### config.mk
export PLATFORM = sky130hd
export DESIGN_NAME = cfg_shadow_ctrl
export DESIGN_NICKNAME = d
export VERILOG_FILES = /design/src/rtl/cfg_shadow_pkg.sv /design/src/rtl/cfg_shadow_dly.sv /design/src/rtl/cfg_shadow_tmo.sv /design/src/rtl/cfg_shadow_mux.sv /design/src/rtl/cfg_shadow_ctrl.sv
export SDC_FILE = /design/constraint.sdc
export NUM_CORES = 1
export LEC_CHECK = 0
export ABC_AREA = 1
export BUFFER_PORTS_ARGS = -buffer_cell sky130_fd_sc_hd__buf_4
export CAP_MARGIN = 20
export CORE_ASPECT_RATIO = 0.9
export CORE_MARGIN = 2
export CORE_UTILIZATION = 48
export DETAILED_ROUTE_END_ITERATION = 10
export GPL_TIMING_DRIVEN = 0
export HOLD_SLACK_MARGIN = 0.15
export PLACE_DENSITY = 0.84
export SETUP_SLACK_MARGIN = 0.05
export SLEW_MARGIN = 10
export SYNTH_ARGS = -nofsm -noshare
export SYNTH_HDL_FRONTEND = slang
export SYNTH_SLANG_ARGS = --single-unit
### constraint.sdc
create_clock -name clk -period 1.9 [get_ports clk]
set_input_delay 0.38 -clock clk [delete_from_list [all_inputs] [get_ports clk]]
set_output_delay 0.38 -clock clk [all_outputs]
set_load 0.005 [all_outputs]
### src/rtl/cfg_shadow_pkg.sv
package cfg_shadow_pkg;
  // source selected by the output multiplexer
  typedef enum logic {
    SRC_RAW   = 1'b0,
    SRC_SHADOW = 1'b1
  } src_e;
endpackage

### src/rtl/cfg_shadow_dly.sv
module cfg_shadow_dly #(
  parameter int W   = 22,
  parameter int DLY = 2
) (
  input  logic         clk,
  input  logic         rst,
  input  logic [W-1:0] din,
  output logic [W-1:0] dout
);
  logic [W-1:0] stg [DLY];

  for (genvar i = 0; i < DLY; i++) begin : g_stage
    if (i == 0) begin : g_head
      always_ff @(posedge clk) begin
        if (rst) stg[0] <= '0;
        else     stg[0] <= din;
      end
    end else begin : g_tail
      always_ff @(posedge clk) begin
        if (rst) stg[i] <= '0;
        else     stg[i] <= stg[i-1];
      end
    end
  end

  assign dout = stg[DLY-1];
endmodule

### src/rtl/cfg_shadow_tmo.sv
module cfg_shadow_tmo #(
  parameter int TMO_W = 8
) (
  input  logic             clk,
  input  logic             rst,
  input  logic             err_in,
  input  logic [TMO_W-1:0] limit,
  input  logic             ack,
  output logic             scrub_req,
  output logic             halt_req
);
  localparam logic [TMO_W-1:0] CNT_MAX = '1;

  logic [TMO_W-1:0] cnt, cnt_nxt;
  logic             fire;

  always_comb begin
    if (!err_in)             cnt_nxt = '0;
    else if (cnt == CNT_MAX) cnt_nxt = cnt;
    else                     cnt_nxt = cnt + 1'b1;
    fire = err_in && (cnt_nxt > limit);
  end

  always_ff @(posedge clk) begin
    if (rst) begin
      cnt       <= '0;
      scrub_req <= 1'b0;
      halt_req  <= 1'b0;
    end else begin
      cnt <= cnt_nxt;
      if (fire) begin
        scrub_req <= 1'b1;
        halt_req  <= 1'b1;
      end else if (ack) begin
        scrub_req <= 1'b0;
        halt_req  <= 1'b0;
      end
    end
  end

  // a low error flag clears the run counter
  p_cnt_clear_r5: assert property (@(posedge clk) disable iff (rst)
    !err_in |=> (cnt == '0));
  // no request can appear without an error present
  p_no_fire_idle_r5: assert property (@(posedge clk) disable iff (rst)
    (!err_in && !scrub_req) |=> !scrub_req);
  // halt request mirrors the scrub trigger
  p_halt_mirror_r6: assert property (@(posedge clk) disable iff (rst)
    scrub_req == halt_req);
  // a pending request persists without acknowledge
  p_pend_hold_r7: assert property (@(posedge clk) disable iff (rst)
    (scrub_req && !ack) |=> scrub_req);
  // acknowledge with no error clears the request
  p_ack_clear_r7: assert property (@(posedge clk) disable iff (rst)
    (scrub_req && ack && !err_in) |=> !scrub_req);
endmodule

### src/rtl/cfg_shadow_mux.sv
module cfg_shadow_mux
  import cfg_shadow_pkg::*;
#(
  parameter int W = 22
) (
  input  logic         clk,
  input  logic         rst,
  input  logic         err_in,
  input  logic         scrub_pend,
  input  logic [W-1:0] fix_word,
  input  logic [W-1:0] raw_word,
  output logic [W-1:0] out_word,
  output logic         wr_en,
  output logic [W-1:0] wr_word
);
  logic         err_prev;
  logic [W-1:0] shadow, shadow_nxt;
  logic         rise;
  src_e         src;

  always_comb begin
    rise       = err_in && !err_prev;
    shadow_nxt = rise ? fix_word : shadow;
    src        = (err_in || err_prev || scrub_pend) ? SRC_SHADOW : SRC_RAW;
  end

  always_ff @(posedge clk) begin
    if (rst) begin
      err_prev <= 1'b0;
      shadow   <= '0;
      out_word <= '0;
      wr_en    <= 1'b0;
      wr_word  <= '0;
    end else begin
      err_prev <= err_in;
      shadow   <= shadow_nxt;
      out_word <= (src == SRC_SHADOW) ? shadow_nxt : raw_word;
      wr_en    <= err_in;
      wr_word  <= fix_word;
    end
  end

  // the corrected word appears on the edge the error rises
  p_capture_r2: assert property (@(posedge clk) disable iff (rst)
    (err_in && !err_prev) |=> (out_word == $past(fix_word)));
  // the exported word stays fixed while the error persists
  p_hold_r2: assert property (@(posedge clk) disable iff (rst)
    (err_in && err_prev) |=> $stable(out_word));
  // after a full low cycle the raw path returns
  p_release_r3: assert property (@(posedge clk) disable iff (rst)
    (!err_in && !err_prev && !scrub_pend) |=> (out_word == $past(raw_word)));
  // write enable follows the error flag
  p_wr_on_r4: assert property (@(posedge clk) disable iff (rst)
    err_in |=> wr_en);
  p_wr_off_r4: assert property (@(posedge clk) disable iff (rst)
    !err_in |=> !wr_en);
  // output held while a scrub request is pending
  p_pend_out_r7: assert property (@(posedge clk) disable iff (rst)
    (scrub_pend && !err_in && err_prev) |=> $stable(out_word));
endmodule

### src/rtl/cfg_shadow_ctrl.sv
module cfg_shadow_ctrl #(
  parameter int DATA_W = 16,
  parameter int CHK_W  = 6,
  parameter int DLY    = 2,
  parameter int TMO_W  = 8
) (
  input  logic              clk,
  input  logic              rst,
  input  logic [DATA_W-1:0] raw_data,
  input  logic [CHK_W-1:0]  raw_chk,
  input  logic [DATA_W-1:0] fix_data,
  input  logic [CHK_W-1:0]  fix_chk,
  input  logic              err_in,
  input  logic [TMO_W-1:0]  tmo_limit,
  input  logic              scrub_ack,
  output logic [DATA_W-1:0] out_data,
  output logic [CHK_W-1:0]  out_chk,
  output logic              wr_en,
  output logic [DATA_W-1:0] wr_data,
  output logic [CHK_W-1:0]  wr_chk,
  output logic              scrub_req,
  output logic              halt_req
);
  localparam int W = DATA_W + CHK_W;

  logic [W-1:0] raw_dly, out_word, wr_word;

  cfg_shadow_dly #(.W(W), .DLY(DLY)) dly_i (
    .clk  (clk),
    .rst  (rst),
    .din  ({raw_data, raw_chk}),
    .dout (raw_dly)
  );

  cfg_shadow_tmo #(.TMO_W(TMO_W)) tmo_i (
    .clk       (clk),
    .rst       (rst),
    .err_in    (err_in),
    .limit     (tmo_limit),
    .ack       (scrub_ack),
    .scrub_req (scrub_req),
    .halt_req  (halt_req)
  );

  cfg_shadow_mux #(.W(W)) mux_i (
    .clk        (clk),
    .rst        (rst),
    .err_in     (err_in),
    .scrub_pend (scrub_req),
    .fix_word   ({fix_data, fix_chk}),
    .raw_word   (raw_dly),
    .out_word   (out_word),
    .wr_en      (wr_en),
    .wr_word    (wr_word)
  );

  assign {out_data, out_chk} = out_word;
  assign {wr_data, wr_chk}   = wr_word;
endmodule

==> metrics.md <==
| Metric | Value |
|---|---|
| Simple-gate share of the synthesized area | about 18% |
| Post-detailed-route count of antenna-violating nets | 0 |
| Sequential area share after synthesis | 55.1% |
| Max IR drop VDD | 534 uV |
| Mux cell area share after synthesis | 0% |
| Largest family of logic cells by synthesized area | simple AND/OR/NAND/NOR gates |
| Drt total wl | 11.7 mm |
| CORE AREA | 0.00869 mm^2 |
| DRC Markers | 0 |
| CP Max Fanout | 4 |
| CP Launch Type | flip-flop |
| Crit. End Element | flip-flop |
| Share of the synthesized area in the top cell type | a little under three fifths |
| Class of the worst hold path | in2reg |
| Clock Skew | between 0.007 and 0.008 ns |
| Unrepaired setup endpoints after global routing | yes |
| Final hold violation count | 0 |
| Met3 Resource Use GR | under 10% |
| Max transition margin | between 50% and 60% |
| Syn Nets | 555 |
| Clock Latency Late Sink | ~0.51 ns |
| # setup viols final | 1 |
| IO buf count | around 100 |
| Status | finished, violations left |
| Root Driver | clkbuf_8 |
| First-pass GRT wire length | 18.3 mm |
| Die W | 104 um |
| Hold WS | 0.152 ns |
| Number of synthesized flops with an enable pin | 0 |
| Die Y | between 90 and 100 um |
| Non-Filler Instances | around 800 |
| Synthesized area per cell | 8.90 um^2 |
| Compound-Gate Fraction of Synth Area | ~12% |
| Die Footprint | 0.00986 mm^2 |
| Worst EP required | approximately 2.3 ns |
| Setup ws final | -0.298 ns |
| Fin crit share | 116% |
| Ys Warns | 0 |
| DP HPWL | 6.94 mm |
| Setup tns final | -0.298 ns |
| TritonCTS Sinks | 120 |
| Total Routing Usage GR | 24.2% |
| CTS H-Tree Depth | 4 |
| Area added between synthesis and finish | 47.6% |
| Cells after DPL | 710 |
| Antenna diodes | 0 |
| Number of global-route vias before repair | just under 4000 |
| Synth cell count leaders | dfxtp_1 (120), nor2_1 (108), inv_1 (90) |
| Adder-cell share of the synthesized area | under 10% |
| PwrDens | 1040 mW/mm^2 |
| Fmax | 455 MHz |
| CTS tree | built |
| Longest Clk Path Bufs | 2 |
| Setup WS pre-CTS | -0.239 ns |
| Post-synth ARST share | 0% |
| Clock transition at the registers of the reported paths | 0.06 ns |
| Via Count | 3726 |
| # rows | 32 |
| Min Tclk post-route | 2.20 ns |
| Placer congestion estimate | a little under 0.9 |
| Crit path DAT | about 2.6 ns |
| Routed len/inst | 14.8 um |
| Distinct cells, synth | 28 |
| Max-Cap Viols | 0 |
| Pleak | between 3 and 4 nW |
| Synth Instances | 490 |
| Ratio of cells with drive above 1 in the final layout | 33.8% |
| Synth Area in XOR/XNOR | less than 1% |
| Most used flip-flop cell after synthesis | dfxtp_1 |
| Via density | around 4.7 |
| I/O pin cnt | roughly 100 |
| Slew @ Worst Pin | 0.626 ns |
| Failing checks | negative setup slack |
| Initial core utilization | roughly half |
| Top cells by area, synth | dfxtp_1 (55%), nor2_1 (9.3%), a21oi_2 (8.0%) |
| M2 GR Usage | 46.1% |
| Nets@finish | 723 |
| Global Route met1 Usage | 25.2% |
| Post-Syn Area | between 0.004 and 0.005 mm^2 |
| CTS buffer count | 17 |
| # fillers | 542 |
| Grt total ovfl | 0 |
| Synth Register Bits | 120 |
| Largest net degree at the start of global routing | 17 |
| Initial antenna violation count | 0 |
| Most used routing layer in global routing | met2 |
| Crit path kind | reg2reg |
| Initial DRC count | 226 |
| Most frequent cell after synthesis | dfxtp_1 |
| Synth area leader | dfxtp_1 |
| TritonRoute pass-1 iters | 5 |
| Max-slew violations | 0 |
per-stage QoR:
step           cell area, um^2  util [%]  power [mW]
4_1_cts                   6390      73.6        6.69
3_5_place_dp              5280      60.8        3.31
5_1_grt                   6440      74.1        6.92
2_1_floorplan             4370         -        3.05
6_report                  6440      74.1        6.71
3_3_place_gp              5280      60.8        3.29
cell families after synthesis:
logic type / Yosys count
AOI/OAI and AO/OA: 77
adders and majority gates: 9
xor gates and xnor gates: 1
and+or+nand+nor: 169
buffers and inverters: 114
DFF: 120
flip-flops by register name, summed over array words and instances, names as in the netlist:
name and count:
tmo_i.scrub_req 1, dly_i.stg 44, mux_i.err_prev 1, tmo_i.cnt 8, mux_i.wr_word 22, mux_i.out_word 22
mux_i.shadow 22
timing repair:
action,4_1_cts,5_1_grt
gates resized for setup,10,10
hold buffers,39,0
pin swaps,5,5
setup buffers,9,2
hold endpoints to repair,39,0
endpoints found under the setup margin,1,2
placed cells by master, fill, tap and decap left out, types with 2 or more instances in the layout:
| cell | Yosys | layout |
|---|---|---|
| dfxtp_1 | 120 | 118 |
| buf_4 | 1 | 111 |
| nor2_1 | 108 | 106 |
| inv_1 | 90 | 87 |
| a21oi_2 | 40 | 41 |
| dlygate4sd3_1 | 0 | 39 |
| nand2_1 | 27 | 24 |
| o21ai_0 | 25 | 24 |
| nor2_4 | 18 | 18 |
| clkbuf_16 | 0 | 16 |
| clkbuf_1 | 13 | 15 |
| a21oi_1 | 10 | 8 |
| ha_1 | 9 | 6 |
| nand3_1 | 8 | 5 |
| inv_2 | 1 | 4 |
| bufinv_16 | 0 | 4 |
| nand3_2 | 0 | 3 |
| nand2_2 | 0 | 3 |
| ha_4 | 0 | 3 |
| clkbuf_8 | 0 | 3 |
| clkinvlp_4 | 0 | 3 |
| nor2_2 | 0 | 2 |
| buf_8 | 2 | 2 |
| buf_12 | 2 | 2 |
| buf_1 | 2 | 2 |
| buf_2 | 2 | 2 |
| clkinv_2 | 0 | 2 |
| dfxtp_4 | 0 | 2 |
power by group:
part / switching [mW] / internal (mW)
registers: 0.0501 / 2.65
clock network: 1.14 / 2.20
logic: 0.341 / 0.330
worst paths after layout:
path / startpoint / to / slack, ns / cells after the start
worst max register to register: tmo_i.cnt[2] / tmo_i.scrub_req / -0.30 / 12
worst min register to register: dly_i.stg[0][8] / dly_i.stg[1][8] / 0.40 / 2
worst min-delay path: fix_chk[3] / mux_i.wr_word[3] / 0.15 / 3
worst max-delay path: tmo_i.cnt[2] / tmo_i.scrub_req / -0.30 / 12
worst max-delay path: stages (launching register included):
cell	delay, ns
dfxtp_1	0.44
nand3_2	0.21
nor3_2	0.29
nand2_1	0.14
nand2_1	0.11
nor2_1	0.08
nor2_1	0.11
ha_1	0.25
a21o_1	0.16
nor2_1	0.09
nand2_1	0.07
nand2_2	0.06
a21oi_2	0.04
routing by layer:
metal	share of wire, %	up-vias
met1	38	1696
met4	2.7	0
met3	6.4	33
li1	-	1814
met5	0	-
met2	53	183
layout make-up:
type | instances | area (um^2) | area share [%]
Buffer | 23 | 155 | 2.41
Clock buffer | 21 | 449 | 6.98
Clock inverter | 11 | 170 | 2.64
Inverter | 91 | 342 | 5.31
Multi-Input combinational cell | 256 | 1550 | 24.0
Sequential cell | 120 | 2410 | 37.4
Tap cell | 119 | 149 | 2.31
Timing Repair Buffer | 149 | 1220 | 18.9
(Power assumes the default switching activity.)
